--- src/rtl/psr_pkg.sv ---
package psr_pkg;
  localparam int unsigned WORD_W    = 32;
  localparam int unsigned LANE_W    = 8;
  localparam int unsigned NUM_LANES = WORD_W / LANE_W;
  localparam int unsigned MODE_W    = 5;
  localparam int unsigned NUM_BANKS = 5;
  localparam int unsigned BANK_W    = $clog2(NUM_BANKS);

  localparam int unsigned BIT_I = 7;
  localparam int unsigned BIT_F = 6;
  localparam int unsigned BIT_T = 5;
  localparam int unsigned BIT_J = 24;

  typedef enum logic [MODE_W-1:0] {
    MODE_USR = 5'h10,
    MODE_FIQ = 5'h11,
    MODE_IRQ = 5'h12,
    MODE_SVC = 5'h13,
    MODE_ABT = 5'h17,
    MODE_UND = 5'h1B,
    MODE_SYS = 5'h1F
  } mode_e;

  typedef enum logic [1:0] {
    ISA_STD  = 2'd0,
    ISA_CMP  = 2'd1,
    ISA_BYTE = 2'd2
  } isa_e;

  localparam logic [WORD_W-1:0] RESET_WORD = 32'h0000_00D3;

  function automatic logic mode_legal(input logic [MODE_W-1:0] m);
    case (m)
      MODE_USR, MODE_FIQ, MODE_IRQ, MODE_SVC,
      MODE_ABT, MODE_UND, MODE_SYS: return 1'b1;
      default:                      return 1'b0;
    endcase
  endfunction

  function automatic logic mode_banked(input logic [MODE_W-1:0] m);
    case (m)
      MODE_FIQ, MODE_IRQ, MODE_SVC, MODE_ABT, MODE_UND: return 1'b1;
      default:                                          return 1'b0;
    endcase
  endfunction

  function automatic logic [BANK_W-1:0] bank_idx(input logic [MODE_W-1:0] m);
    case (m)
      MODE_FIQ: return BANK_W'(0);
      MODE_IRQ: return BANK_W'(1);
      MODE_SVC: return BANK_W'(2);
      MODE_ABT: return BANK_W'(3);
      default:  return BANK_W'(4);
    endcase
  endfunction
endpackage

--- src/rtl/psr_lane_merge.sv ---
module psr_lane_merge #(
  parameter int unsigned WORD_W    = 32,
  parameter int unsigned LANE_W    = 8,
  localparam int unsigned NUM_LANES = WORD_W / LANE_W
) (
  input  logic [WORD_W-1:0]    old_i,
  input  logic [WORD_W-1:0]    new_i,
  input  logic [NUM_LANES-1:0] mask_i,
  output logic [WORD_W-1:0]    merged_o
);
  for (genvar k = 0; k < NUM_LANES; k++) begin : g_lane
    assign merged_o[k*LANE_W +: LANE_W] = mask_i[k] ? new_i[k*LANE_W +: LANE_W]
                                                    : old_i[k*LANE_W +: LANE_W];
  end
endmodule

--- src/rtl/psr_bank.sv ---
module psr_bank #(
  parameter int unsigned WORD_W    = 32,
  parameter int unsigned NUM_BANKS = 5,
  localparam int unsigned BANK_W   = $clog2(NUM_BANKS)
) (
  input  logic              clk_i,
  input  logic              rst_ni,
  input  logic              save_en_i,
  input  logic [BANK_W-1:0] save_idx_i,
  input  logic [WORD_W-1:0] save_data_i,
  input  logic              rd_valid_i,
  input  logic [BANK_W-1:0] rd_idx_i,
  output logic [WORD_W-1:0] rd_data_o
);
  logic [WORD_W-1:0] copy_q [NUM_BANKS];

  for (genvar b = 0; b < NUM_BANKS; b++) begin : g_copy
    always_ff @(posedge clk_i or negedge rst_ni) begin
      if (!rst_ni)                                  copy_q[b] <= '0;
      else if (save_en_i && save_idx_i == BANK_W'(b)) copy_q[b] <= save_data_i;
    end

    // other copies untouched by an entry to a different mode
    assert_copy_kept_R10: assert property (@(posedge clk_i) disable iff (!rst_ni)
      !(save_en_i && save_idx_i == BANK_W'(b)) |=> $stable(copy_q[b]));
  end

  always_comb begin
    rd_data_o = '0;
    for (int b = 0; b < NUM_BANKS; b++)
      if (rd_valid_i && rd_idx_i == BANK_W'(b)) rd_data_o = copy_q[b];
  end
endmodule

--- src/rtl/psr_decode.sv ---
module psr_decode
  import psr_pkg::*;
(
  input  logic [WORD_W-1:0] word_i,
  output logic [MODE_W-1:0] mode_o,
  output logic [1:0]        isa_o,
  output logic              irq_masked_o,
  output logic              fiq_masked_o
);
  isa_e isa;

  always_comb begin
    if (word_i[BIT_T])      isa = ISA_CMP;
    else if (word_i[BIT_J]) isa = ISA_BYTE;
    else                    isa = ISA_STD;
  end

  assign isa_o        = isa;
  assign mode_o       = word_i[MODE_W-1:0];
  assign irq_masked_o = word_i[BIT_I];
  assign fiq_masked_o = word_i[BIT_F];
endmodule

--- src/rtl/psr_core.sv ---
module psr_core
  import psr_pkg::*;
(
  input  logic                 clk_i,
  input  logic                 rst_ni,
  input  logic                 wr_en_i,
  input  logic [WORD_W-1:0]    wr_data_i,
  input  logic [NUM_LANES-1:0] field_mask_i,
  input  logic                 priv_i,
  input  logic                 exc_en_i,
  input  logic [MODE_W-1:0]    exc_mode_i,
  output logic [WORD_W-1:0]    word_o,
  output logic [WORD_W-1:0]    saved_o,
  output logic [MODE_W-1:0]    mode_o,
  output logic [1:0]           isa_o,
  output logic                 irq_masked_o,
  output logic                 fiq_masked_o
);
  logic [WORD_W-1:0] word_q, word_d, merged, wr_word, exc_word;
  logic              exc_ok, wr_ok;

  assign exc_ok = exc_en_i && mode_banked(exc_mode_i);
  assign wr_ok  = wr_en_i && priv_i && !exc_ok;

  psr_lane_merge #(.WORD_W(WORD_W), .LANE_W(LANE_W)) i_merge (
    .old_i   (word_q),
    .new_i   (wr_data_i),
    .mask_i  (field_mask_i),
    .merged_o(merged)
  );

  // illegal mode values leave the mode bits alone
  always_comb begin
    wr_word = merged;
    if (field_mask_i[0] && !mode_legal(wr_data_i[MODE_W-1:0]))
      wr_word[MODE_W-1:0] = word_q[MODE_W-1:0];
  end

  always_comb begin
    exc_word                = word_q;
    exc_word[MODE_W-1:0]    = exc_mode_i;
    exc_word[BIT_I]         = 1'b1;
    if (exc_mode_i == MODE_FIQ) exc_word[BIT_F] = 1'b1;
  end

  always_comb begin
    if (exc_ok)     word_d = exc_word;
    else if (wr_ok) word_d = wr_word;
    else            word_d = word_q;
  end

  always_ff @(posedge clk_i or negedge rst_ni) begin
    if (!rst_ni) word_q <= RESET_WORD;
    else         word_q <= word_d;
  end

  psr_bank #(.WORD_W(WORD_W), .NUM_BANKS(NUM_BANKS)) i_bank (
    .clk_i      (clk_i),
    .rst_ni     (rst_ni),
    .save_en_i  (exc_ok),
    .save_idx_i (bank_idx(exc_mode_i)),
    .save_data_i(word_q),
    .rd_valid_i (mode_banked(word_q[MODE_W-1:0])),
    .rd_idx_i   (bank_idx(word_q[MODE_W-1:0])),
    .rd_data_o  (saved_o)
  );

  psr_decode i_decode (
    .word_i      (word_q),
    .mode_o      (mode_o),
    .isa_o       (isa_o),
    .irq_masked_o(irq_masked_o),
    .fiq_masked_o(fiq_masked_o)
  );

  assign word_o = word_q;

  assert_user_write_ignored_R3: assert property (@(posedge clk_i) disable iff (!rst_ni)
    (wr_en_i && !priv_i && !exc_en_i) |=> $stable(word_o));

  assert_mode_legal_R4: assert property (@(posedge clk_i) disable iff (!rst_ni)
    mode_legal(mode_o));

  assert_exc_entry_R7: assert property (@(posedge clk_i) disable iff (!rst_ni)
    (exc_en_i && mode_banked(exc_mode_i)) |=>
      (mode_o == $past(exc_mode_i) && irq_masked_o && saved_o == $past(word_o)));

  assert_fiq_entry_R7: assert property (@(posedge clk_i) disable iff (!rst_ni)
    (exc_en_i && exc_mode_i == MODE_FIQ) |=> fiq_masked_o);

  assert_bad_exc_R8: assert property (@(posedge clk_i) disable iff (!rst_ni)
    (exc_en_i && !mode_banked(exc_mode_i) && !wr_en_i) |=> $stable(word_o));

  for (genvar k = 0; k < NUM_LANES; k++) begin : g_lane_chk
    assert_lane_kept_R2: assert property (@(posedge clk_i) disable iff (!rst_ni)
      (!exc_en_i && !field_mask_i[k]) |=> $stable(word_o[k*LANE_W +: LANE_W]));
  end
endmodule

--- config.mk ---
export PLATFORM = sky130hd
export DESIGN_NAME = psr_core
export DESIGN_NICKNAME = d
export VERILOG_FILES = /design/src/rtl/psr_pkg.sv /design/src/rtl/psr_lane_merge.sv /design/src/rtl/psr_bank.sv /design/src/rtl/psr_decode.sv /design/src/rtl/psr_core.sv
export SDC_FILE = /design/constraint.sdc
export NUM_CORES = 1
export LEC_CHECK = 0
export ABC_CLOCK_PERIOD_IN_PS = 2200
export CAP_MARGIN = 0
export CORE_MARGIN = 1
export CORE_UTILIZATION = 55
export CTS_CLUSTER_DIAMETER = 150
export DETAILED_ROUTE_END_ITERATION = 6
export GPL_TIMING_DRIVEN = 0
export PLACE_DENSITY_LB_ADDON = 0.12
export SYNTH_ARGS = -nofsm -noshare
export SYNTH_HDL_FRONTEND = slang
export SYNTH_SLANG_ARGS = --single-unit
--- constraint.sdc ---
create_clock -name clk_i -period 2.2 [get_ports clk_i]
set_input_delay 0.44 -clock clk_i [delete_from_list [all_inputs] [get_ports clk_i]]
set_output_delay 0.44 -clock clk_i [all_outputs]
set_load 0.02 [all_outputs]
==> results.cfg <==
[outcome]
status = finished with violations
violated_checks = setup timing

[power_and_ir_drop]
total_power_uw = 12480
worst_ir_drop_vdd_uv = 635.1
total_leakage_power_uw = 0.005083
pwr_density_cell_nw_per_um2 = 1095

[worst_setup_path]
arrival_ns = 2.39
timing_worst_setup_path_type = reg -> out
worstPathCellList = nand3b_1 -> buf_4 -> nor3b_4 -> buf_6 -> buf_12 -> a22oi_2 -> a31oi_2 -> buf_4
end_kind = output pin
critical_path.slowest_cell = dfstp_2
required_time_of_the_worst_setup_path_ns = 1.76
rrSetupSlack_ns = 0.68
timing.critical_path.fanout_max = 7
slowest_delay_ns = 0.56
start_kind = flop
crit_top_cell = buf_4

[timing]
setup_violations = 32
timing.clock.skew_ns = 0.01001
timing.final.crit_period_ns = 2.828
finalHoldViolations = 0
transition_time_at_the_pin_with_the_least_slew_margin_ns = 0.7004
setup_repair_after_global_routing_missed_its_margin = true
highest_attainable_clock_frequency_ghz = 0.3537
final_critical_path_setup_slack_ns = -0.6275
period_utilization_pct = 128.5
slew_viols_final = 0
slew_headroom_pct = 53.31

[yosys]
syn_area_per_cell_um2 = 13.17
synthDominantAreaCellType = dfrtp_1
adder_cell_share_of_the_synthesized_area_pct = 0
synth_area_leaders = dfrtp_1 55%, mux2_2 20%, mux2_4 4.6%
synthFlopType = dfrtp_1
post_synth_and_or_nand_nor_area_fraction_pct = 6.246
yosysTopAreaCellShare_pct = 54.84
postSynthRegisterBits = 192
synth_top_family_by_area = multiplexers
post_synth_xor_area_fraction_pct = 0
synth_compound_area_share_pct = 8.416
synth-seq-area-share_pct = 56.38
yosys-mux-area-fraction_pct = 25.88
postSynth.asyncResetShare_pct = 100.0
synth.net_count = 694
synth.yosys.warnings = 0
ys_types = 42
syn-cell-area_um2 = 8533
number_of_enable_flip_flop_cells_after_synthesis = 0
synthCells = 648

[final_layout]
final_common_cell = dfrtp_1
multi_input_area_um2 = 3837
areaGrowthSynthToFinish_pct = 33.59
final.fill_count = 959
regArea_um2 = 4812
share_of_cells_above_drive_strength_1_pct = 47.75
commonest_non_fill_non_tap_cells_in_the_layout = 186 x dfrtp_1, 151 x mux2_2, 77 x clkdlybuf4s50_1
finish.utilization_pct = 75.27
antennaDiodeCount = 0
layout.nets = 856

[clocking]
clock_tree.buffer_depth = 2
clock_tree.htree_level_count = 4
cts_num_sinks = 192
clock-root-buffer = clkbuf_16
clk-insertion-delay-late_ns = 0.44
path_clk_slew_ns = 0.07
tritoncts.num_buffers = 17
tritoncts = yes

[flow_run]
max_cap_viol_count = 0

[floorplan]
effective_utilization_at_floorplan_pct = 56.34
io_pins = 119
fp.dieArea_um2 = 16020
fp.dieW_um = 126.6
dieHeight_um = 126.6
placeableCoreArea_um2 = 15150
fp-row-count = 45

[route]
totalWireLength_mm = 24.10
via_per_inst = 6.198
number_of_nets_still_failing_antenna_checks_after_routing = 0
routed_wire_length_per_instance_um = 23.84
first_pass_iters = 5
detail_route.drc_violations = 0
dr_total_vias = 6266
drt_first_iter_violations = 379

[placement]
place.port_buffers = 118
routabilityCongestion = 0.8476
place_hpwl_mm = 14.72

[min_path]
type_of_the_tightest_min_delay_check = in -> async

[global_route]
largest_net_degree_at_the_start_of_global_routing = 101
grt_pass1_wl_mm = 36.46
vias_in_the_first_global_route = 6524
grt_usage_pct = 30.73
global_route.overflow_total = 0
antenna_found_initial = 0
==> state kept, by name, summed over array words and instances (netlist names) <==
name,count
i_bank.copy_q,160
word_o,32
==> logic make-up after synthesis <==
family,count (synthesis)
AOI/OAI and AO/OA,116
buffers and inverters,48
DFF,192
muxes,188
and+or+nand+nor,104
==> where the power goes <==
part           switching [µW]  leakage, µW  internal, µW
Clock                    1420     0.000321          2150
Sequential                720      0.00243          4450
Combinational            1760      0.00233          1980
==> routing by layer <==
metal / vias to the layer above / wire [µm] / GRT usage [%]
li1: 2649 / - / -
met4: 0 / 769 / 14.46
met2: 237 / 12340 / 51.45
met5: - / 0 / 0
met1: 3317 / 9789 / 39.55
met3: 63 / 1198 / 4.766
==> final cells by class <==
type	count	share of cell area, %
clock buffer	17	3.732
multi-input combinational	408	33.66
inverter	2	0.08781
clock inverter	15	2.239
sequential	192	42.21
timing repair buffer	143	12.41
buffer	46	3.589
tap	188	2.063
==> cells in the mapped netlist (3+ instances only) <==
| master | count |
|---|---|
| nand3_1 | 4 |
| buf_2 | 18 |
| mux2_4 | 26 |
| nand2_1 | 36 |
| nor2_1 | 42 |
| a21oi_1 | 21 |
| buf_6 | 4 |
| mux2_1 | 6 |
| a31oi_1 | 25 |
| nand3_2 | 3 |
| buf_4 | 8 |
| mux2_2 | 151 |
| o21ai_0 | 28 |
| dfstp_2 | 5 |
| nor3b_2 | 3 |
| dfrtp_1 | 187 |
| clkbuf_1 | 16 |
| mux2i_1 | 5 |
| a22oi_1 | 32 |
==> worst paths after layout <==
kind                                                     from                              to  cells past startpoint
min in group clk_i              i_bank.copy_q[70]$_DFFE_PN0P_   i_bank.copy_q[70]$_DFFE_PN0P_                      1
worst min register to register  i_bank.copy_q[70]$_DFFE_PN0P_   i_bank.copy_q[70]$_DFFE_PN0P_                      1
worst max register to register          word_o[3]$_DFFE_PN0P_           word_o[3]$_DFFE_PN0P_                      4
worst max-delay path                    word_o[4]$_DFFE_PN1P_                      saved_o[1]                      8
worst min-delay path                                   rst_ni   i_bank.copy_q[30]$_DFFE_PN0P_                      1
max in group asynchronous                              rst_ni  i_bank.copy_q[142]$_DFFE_PN0P_                      2
==> through the flow <==
stage | worst slack, ns | cell area, µm² | TNS (ns) | instances | hold WS (ns)
2_1_floorplan | -0.04679 | 8707 | -0.6609 | 648 | 0.1444
3_3_place_gp | -6.855 | 10120 | -1391.17 | 954 | 0.4624
3_5_place_dp | -1.230 | 10160 | -97.09 | 955 | 0.4705
4_1_cts | -0.5472 | 11220 | -15.41 | 1007 | 0.04886
5_1_grt | -0.6491 | 11400 | -18.70 | 1011 | 0.08549
6_report | -0.6275 | 11400 | -17.42 | 1011 | 0.03817
==> critical path, delay by kind of cell, from the launching register on <==
family	cells	cell delay (ns)
buffers and inverters	4	0.72
DFF	1	0.56
AOI/OAI and AO/OA	2	0.33
and+or+nand+nor	2	0.32
==> what timing repair did <==
| item | CTS | global route |
|---|---|---|
| pin swaps | 17 | 31 |
| gates resized for setup | 251 | 28 |
| cloned | 2 | 2 |
| setup buffers | 18 | 2 |
| endpoints found under the setup margin | 72 | 81 |
| hold buffers | 0 | 0 |
(Power assumes the default switching activity.)
